File: src/rtl/sdc_pkg.sv
package sdc_pkg;
  localparam int CMD_N   = 9;
  localparam int CI_NOP  = 0;
  localparam int CI_ACT  = 1;
  localparam int CI_RD   = 2;
  localparam int CI_WR   = 3;
  localparam int CI_PRE  = 4;
  localparam int CI_BST  = 5;
  localparam int CI_AREF = 6;
  localparam int CI_SREF = 7;
  localparam int CI_MRS  = 8;
  localparam int APC_W   = 2;
endpackage

File: src/rtl/sdc_decode.sv
module sdc_decode
  import sdc_pkg::*;
(
  input  logic             cs_n,
  input  logic             ras_n,
  input  logic             cas_n,
  input  logic             we_n,
  input  logic             cke,
  output logic [CMD_N-1:0] strobe
);
  always_comb begin
    strobe = '0;
    if (!cs_n) begin
      unique case ({ras_n, cas_n, we_n})
        3'b111: strobe[CI_NOP] = 1'b1;
        3'b011: strobe[CI_ACT] = 1'b1;
        3'b101: strobe[CI_RD]  = 1'b1;
        3'b100: strobe[CI_WR]  = 1'b1;
        3'b010: strobe[CI_PRE] = 1'b1;
        3'b110: strobe[CI_BST] = 1'b1;
        3'b001: begin
          if (cke) strobe[CI_AREF] = 1'b1;
          else     strobe[CI_SREF] = 1'b1;
        end
        default: strobe[CI_MRS] = 1'b1;
      endcase
    end
  end
endmodule

File: src/rtl/sdc_bank.sv
module sdc_bank
  import sdc_pkg::*;
#(
  parameter int ROW_W = 11
) (
  input  logic             clk,
  input  logic             rst_n,
  input  logic             pre_hit,
  input  logic             act_go,
  input  logic             ap_arm,
  input  logic [APC_W-1:0] ap_delay,
  input  logic [ROW_W-1:0] row_in,
  output logic             is_open,
  output logic             ap_pend,
  output logic [ROW_W-1:0] row_q
);
  logic [APC_W-1:0] cnt_q;

  always_ff @(posedge clk) begin
    if (!rst_n) begin
      is_open <= 1'b0;
      ap_pend <= 1'b0;
      cnt_q   <= '0;
      row_q   <= '0;
    end else if (pre_hit) begin
      is_open <= 1'b0;
      ap_pend <= 1'b0;
      cnt_q   <= '0;
    end else if (act_go) begin
      is_open <= 1'b1;
      row_q   <= row_in;
    end else if (ap_arm) begin
      ap_pend <= 1'b1;
      cnt_q   <= ap_delay;
    end else if (ap_pend) begin
      if (cnt_q <= APC_W'(1)) begin
        is_open <= 1'b0;
        ap_pend <= 1'b0;
        cnt_q   <= '0;
      end else begin
        cnt_q <= cnt_q - APC_W'(1);
      end
    end
  end
endmodule

File: src/rtl/sdc_tracker.sv
module sdc_tracker
  import sdc_pkg::*;
#(
  parameter int NUM_BANKS = 2,
  parameter int ROW_W     = 11,
  parameter int AP_BIT    = 10,
  localparam int BANK_W   = (NUM_BANKS > 1) ? $clog2(NUM_BANKS) : 1,
  localparam int ADDR_W   = ROW_W + BANK_W
) (
  input  logic                       clk,
  input  logic                       rst_n,
  input  logic                       cs_n,
  input  logic                       ras_n,
  input  logic                       cas_n,
  input  logic                       we_n,
  input  logic                       cke,
  input  logic [ADDR_W-1:0]          addr,
  input  logic [1:0]                 cas_lat,
  output logic [CMD_N-1:0]           cmd_strobe,
  output logic [BANK_W-1:0]          cmd_bank,
  output logic [NUM_BANKS-1:0]       bank_open,
  output logic [NUM_BANKS-1:0]       ap_pending,
  output logic [NUM_BANKS*ROW_W-1:0] bank_row,
  output logic                       illegal
);
  logic [CMD_N-1:0]  dec;
  logic [BANK_W-1:0] sel;
  logic              tgt_open, tgt_pend, col_cmd, idle_cmd, ill;
  logic [APC_W-1:0]  ap_delay;

  sdc_decode u_dec (
    .cs_n(cs_n), .ras_n(ras_n), .cas_n(cas_n), .we_n(we_n), .cke(cke), .strobe(dec)
  );

  assign sel      = addr[ROW_W +: BANK_W];
  assign tgt_open = bank_open[sel];
  assign tgt_pend = ap_pending[sel];
  assign col_cmd  = dec[CI_RD] | dec[CI_WR];
  assign idle_cmd = dec[CI_AREF] | dec[CI_SREF] | dec[CI_MRS];
  assign ap_delay = (cas_lat == 2'd3) ? APC_W'(2) : APC_W'(1);

  always_comb begin
    ill = 1'b0;
    if (dec[CI_ACT] && tgt_open)                ill = 1'b1;
    if (col_cmd && (!tgt_open || tgt_pend))     ill = 1'b1;
    if (idle_cmd && (|bank_open))               ill = 1'b1;
  end

  for (genvar i = 0; i < NUM_BANKS; i++) begin : g_bank
    logic hit, pre_hit, act_go, ap_arm;
    assign hit     = (sel == BANK_W'(i));
    assign pre_hit = dec[CI_PRE] & (addr[AP_BIT] | hit);
    assign act_go  = dec[CI_ACT] & ~ill & hit;
    assign ap_arm  = col_cmd & addr[AP_BIT] & ~ill & hit;

    sdc_bank #(.ROW_W(ROW_W)) u_bank (
      .clk(clk), .rst_n(rst_n),
      .pre_hit(pre_hit), .act_go(act_go), .ap_arm(ap_arm),
      .ap_delay(ap_delay), .row_in(addr[ROW_W-1:0]),
      .is_open(bank_open[i]), .ap_pend(ap_pending[i]),
      .row_q(bank_row[i*ROW_W +: ROW_W])
    );
  end

  always_ff @(posedge clk) begin
    if (!rst_n) begin
      cmd_strobe <= '0;
      cmd_bank   <= '0;
      illegal    <= 1'b0;
    end else begin
      cmd_strobe <= dec;
      illegal    <= ill;
      if (!cs_n) cmd_bank <= sel;
    end
  end
endmodule

File: config.mk
export PLATFORM = sky130hd
export DESIGN_NAME = sdc_tracker
export DESIGN_NICKNAME = d
export VERILOG_FILES = /design/src/rtl/sdc_pkg.sv /design/src/rtl/sdc_decode.sv /design/src/rtl/sdc_bank.sv /design/src/rtl/sdc_tracker.sv
export SDC_FILE = /design/constraint.sdc
export NUM_CORES = 1
export LEC_CHECK = 0
export BUFFER_PORTS_ARGS = -buffer_cell sky130_fd_sc_hd__buf_2
export CORE_AREA = 5 5 79 81
export DETAILED_ROUTE_END_ITERATION = 12
export DIE_AREA = 0 0 84 86
export GPL_ROUTABILITY_DRIVEN = 0
export GPL_TIMING_DRIVEN = 0
export PLACE_DENSITY = 0.56
export SYNTH_ARGS = -nofsm -noshare
export SYNTH_HDL_FRONTEND = slang
export SYNTH_SLANG_ARGS = --single-unit
File: constraint.sdc
create_clock -name clk -period 1.3 [get_ports clk]
set_input_delay 0.065 -clock clk [delete_from_list [all_inputs] [get_ports clk]]
set_output_delay 0.065 -clock clk [all_outputs]
set_load 0.05 [all_outputs]
==> impl_results.md <==
- Run status: finished with violations
- Violated checks: setup timing
- Number of synthesized flops with an enable pin: 0
- Warnings, synthesis: 0
- Setup-failing EPs final: 2
- # DRC: 0
- Seq/Total Area, Yosys: 0.5215
- Max Root-Sink Buffers: 2
- Worst reg2reg endpoint: g_bank[0].u_bank.cnt_q[1]
- Die Y: 86 um
- Largest fanout on the critical path: 6
- Reg2Reg Setup Slack: -30 ps
- Post-synth top area cell: dfxtp_1
- Clock Power Share: 0.413
- Achievable frequency: 0.7494 GHz
- Via density: 4.459
- Hold Path Sink: g_bank[1].u_bank.row_q[5]
- Final WS setup: -34.40 ps
- Rel. slew slack: 0.6398
- HP Start: addr[5]
- Final Hold Fails: 0
- Initial core utilization: 0.2912
- CP Launch Type: register
- Flop pwr share: 0.499
- Largest cells by area after synthesis: dfxtp_1 52%, nand2_1 12%, a21oi_1 9.5%
- Estimated wirelength of the detail-placed design: 3.081 mm
- WHS: 9.823 ps
- Port bufs: 57
- Worst-Margin Slew: 534.7 ps
- Pin count of the biggest net entering global routing: 13
- Internal power: 0.001968 W
- Netlist cell types: 29
- Wire per inst: 12.36 um
- Max_cap viols: 0
- Root buf cell: clkbuf_8
- Placed Cells incl. Taps: 315
- Worst Setup Path Type: reg -> reg
- Max-slew violation count: 0
- Die X: 84 um
- Post-synth ARST share: 0
- Clock transition at the registers of the reported paths: 80 ps
- Tot GR Track Use: 0.1158
- Critical R2R Launch: g_bank[0].u_bank.is_open
- # clock sinks: 41
- # fillers: 602
- GRT overflow: 0
- First-pass GRT wire length: 6.596 mm
- Die area: 7224 um2
- Cts bufs inserted: 5
- Leak: 0.9052 nW
- Initial antenna violation count: 0
- Final worst path period share: 1.026
- Share of layout cells above drive strength 1: 0.3451
- Net count after synthesis: 207
- Minimum clock period: 1334 ps
- Power Dens Cells: 1193 nW/um2
- FP Rows: 27
- Peak VDD IR: 0.4851 mV
- Unrepaired setup endpoints after global routing: yes
- Endpoint class of the critical path: register
- Drt pass-1 iters: 4
- CTS tree: built
- Yosys reg bits: 41
- Skew final: 5.716 ps
- Nets@finish: 275
- Critical Path AT: 1500 ps
- Most used DFF post-synth: dfxtp_1
- Vias: 1458
- Gate Count Post-Synth: 186
- Class of the worst hold path: in -> reg
- Vias in the first global route: 1447
- Sw frac: 0.2315
- Starting DRT DRC Count: 59
- Worst-Skew Late Latency: 300 ps
- CP Data Required Time: 1470 ps
- WL final: 4.041 mm
- Net Switching: 0.0005929 W
- Syn Std Cell Area: 1574 um2
- I/O pins: 58
- Logic gate share of total power: 0.088
- Synth-to-Final Area Change: 36.41%
- Ant diodes: 0
- Top-area cell type share of the netlist area: 0.5215
- Worst reg2reg path depth: 4
- Setup WS pre-CTS: -156.9 ps
- Post-route insts no fill: 327
- Syn Area/Cell: 8.462 um2
- Core area: 5405 um2
- Number of nets still failing antenna checks after routing: 0
- H-tree depth: 2
- Hold depth: 3
==> worst max-delay path, stage by stage, from the launching register on <==
cell and delay (ps):
dfxtp_4 380, or3b_4 390, or2_4 260, o311ai_1 90, a21oi_1 90
==> layer usage <==
layer / vias to the layer above / part of all wire / global-route usage
li1: 761 / - / -
met1: 656 / 0.44 / 0.1296
met2: 34 / 0.50 / 0.1945
met3: 7 / 0.051 / 0.03939
met4: 0 / 0.017 / 0.06287
met5: - / 0 / 0
==> layout by cell type, fill, tap and decap left out, types with 2 or more instances in the layout <==
cell type and instances:
buf_4 9, or2_1 2, or3_1 4, nor3b_1 3, dfxtp_2 2, nand2_1 49, nand3b_1 2, inv_1 4
nand4b_1 2, a21oi_1 30, dfxtp_1 38, clkbuf_8 6, a311oi_2 2, nor2_1 10, buf_2 58, clkbuf_1 4
o21ai_0 7
==> final cells by class <==
type	count	area [um2]	area share
Sequential cell	41	827.0	0.3852
Multi-Input combinational cell	129	708.2	0.3298
Timing Repair Buffer	61	317.8	0.1480
Tap cell	72	90.09	0.04196
Clock buffer	7	86.33	0.04021
Buffer	11	68.82	0.03205
Clock inverter	1	30.03	0.01399
Inverter	5	18.77	0.008741
==> sequential cells by signal, summed over array words and instances (netlist names) <==
| signal | count |
|---|---|
| g_bank.u_bank.row_q | 22 |
| cmd_strobe | 9 |
| g_bank.u_bank.cnt_q | 4 |
| g_bank.u_bank.ap_pend | 2 |
| g_bank.u_bank.is_open | 2 |
| cmd_bank | 1 |
| illegal | 1 |
==> stage by stage <==
step / utilization / setup TNS (ps) / total power (W) / instance area [um2]
3_3_place_gp: 0.3609 / -1571 / 0.001525 / 1951
6_report: 0.3972 / -56.84 / 0.002561 / 2147
4_1_cts: 0.3949 / -54.43 / 0.002586 / 2135
2_1_floorplan: - / 0 / 0.001437 / 1575
3_5_place_dp: 0.3609 / -1652 / 0.001526 / 1951
5_1_grt: 0.3972 / -252.1 / 0.002655 / 2147
==> power by group through the flow <==
stage / registers [W] / logic (W) / clock network, W
finish: 0.00128 / 0.000225 / 0.00106
detailed placement: 0.00131 / 0.000216 / 0
global route: 0.00128 / 0.000245 / 0.00113
floorplan: 0.00136 / 0.0000728 / 0
CTS: 0.00128 / 0.000226 / 0.00108
global placement: 0.00131 / 0.000215 / 0
==> synthesized netlist by cell type (2+ instances only) <==
| master | count |
|---|---|
| or3b_1 | 2 |
| clkbuf_1 | 3 |
| nand2b_1 | 2 |
| nor2_1 | 11 |
| o21ai_0 | 8 |
| a21oi_1 | 30 |
| a311oi_1 | 2 |
| buf_4 | 4 |
| or3_1 | 4 |
| nand3b_1 | 2 |
| nor3b_1 | 3 |
| or2_1 | 3 |
| nand2_1 | 49 |
| dfxtp_1 | 41 |
| nand4b_1 | 2 |
| buf_2 | 4 |
| inv_1 | 4 |
==> what timing repair did <==
item	CTS	global route
hold buffers	1	0
pin swaps	2	3
resized for setup	11	5
setup buffers	3	0
setup endpoints to repair	17	17
endpoints found under the hold margin	2	0
==> worst max-delay path by stage <==
stage / startpoint / end / cells after the start
after detailed placement: g_bank[1].u_bank.is_open / g_bank[1].u_bank.cnt_q[0] / 4
after global routing: g_bank[0].u_bank.is_open / g_bank[0].u_bank.cnt_q[1] / 4
after floorplan: g_bank[0].u_bank.is_open / g_bank[0].u_bank.cnt_q[1] / 4
after global placement: ras_n / g_bank[0].u_bank.row_q[7] / 6
after CTS: g_bank[0].u_bank.is_open / g_bank[0].u_bank.cnt_q[1] / 4
final: g_bank[0].u_bank.is_open / g_bank[0].u_bank.cnt_q[1] / 4
==> kinds of logic (layout without fill, tap and decap cells) <==
logic type,after synthesis,in the layout,synth area share
AO/OA/AOI/OAI,44,44,0.1550
buffers and inverters,16,85,0.05087
flip-flops,41,41,0.5215
multiplexers,1,1,0.006360
AND/OR/NAND/NOR,84,84,0.2663
(Power assumes the default switching activity.)
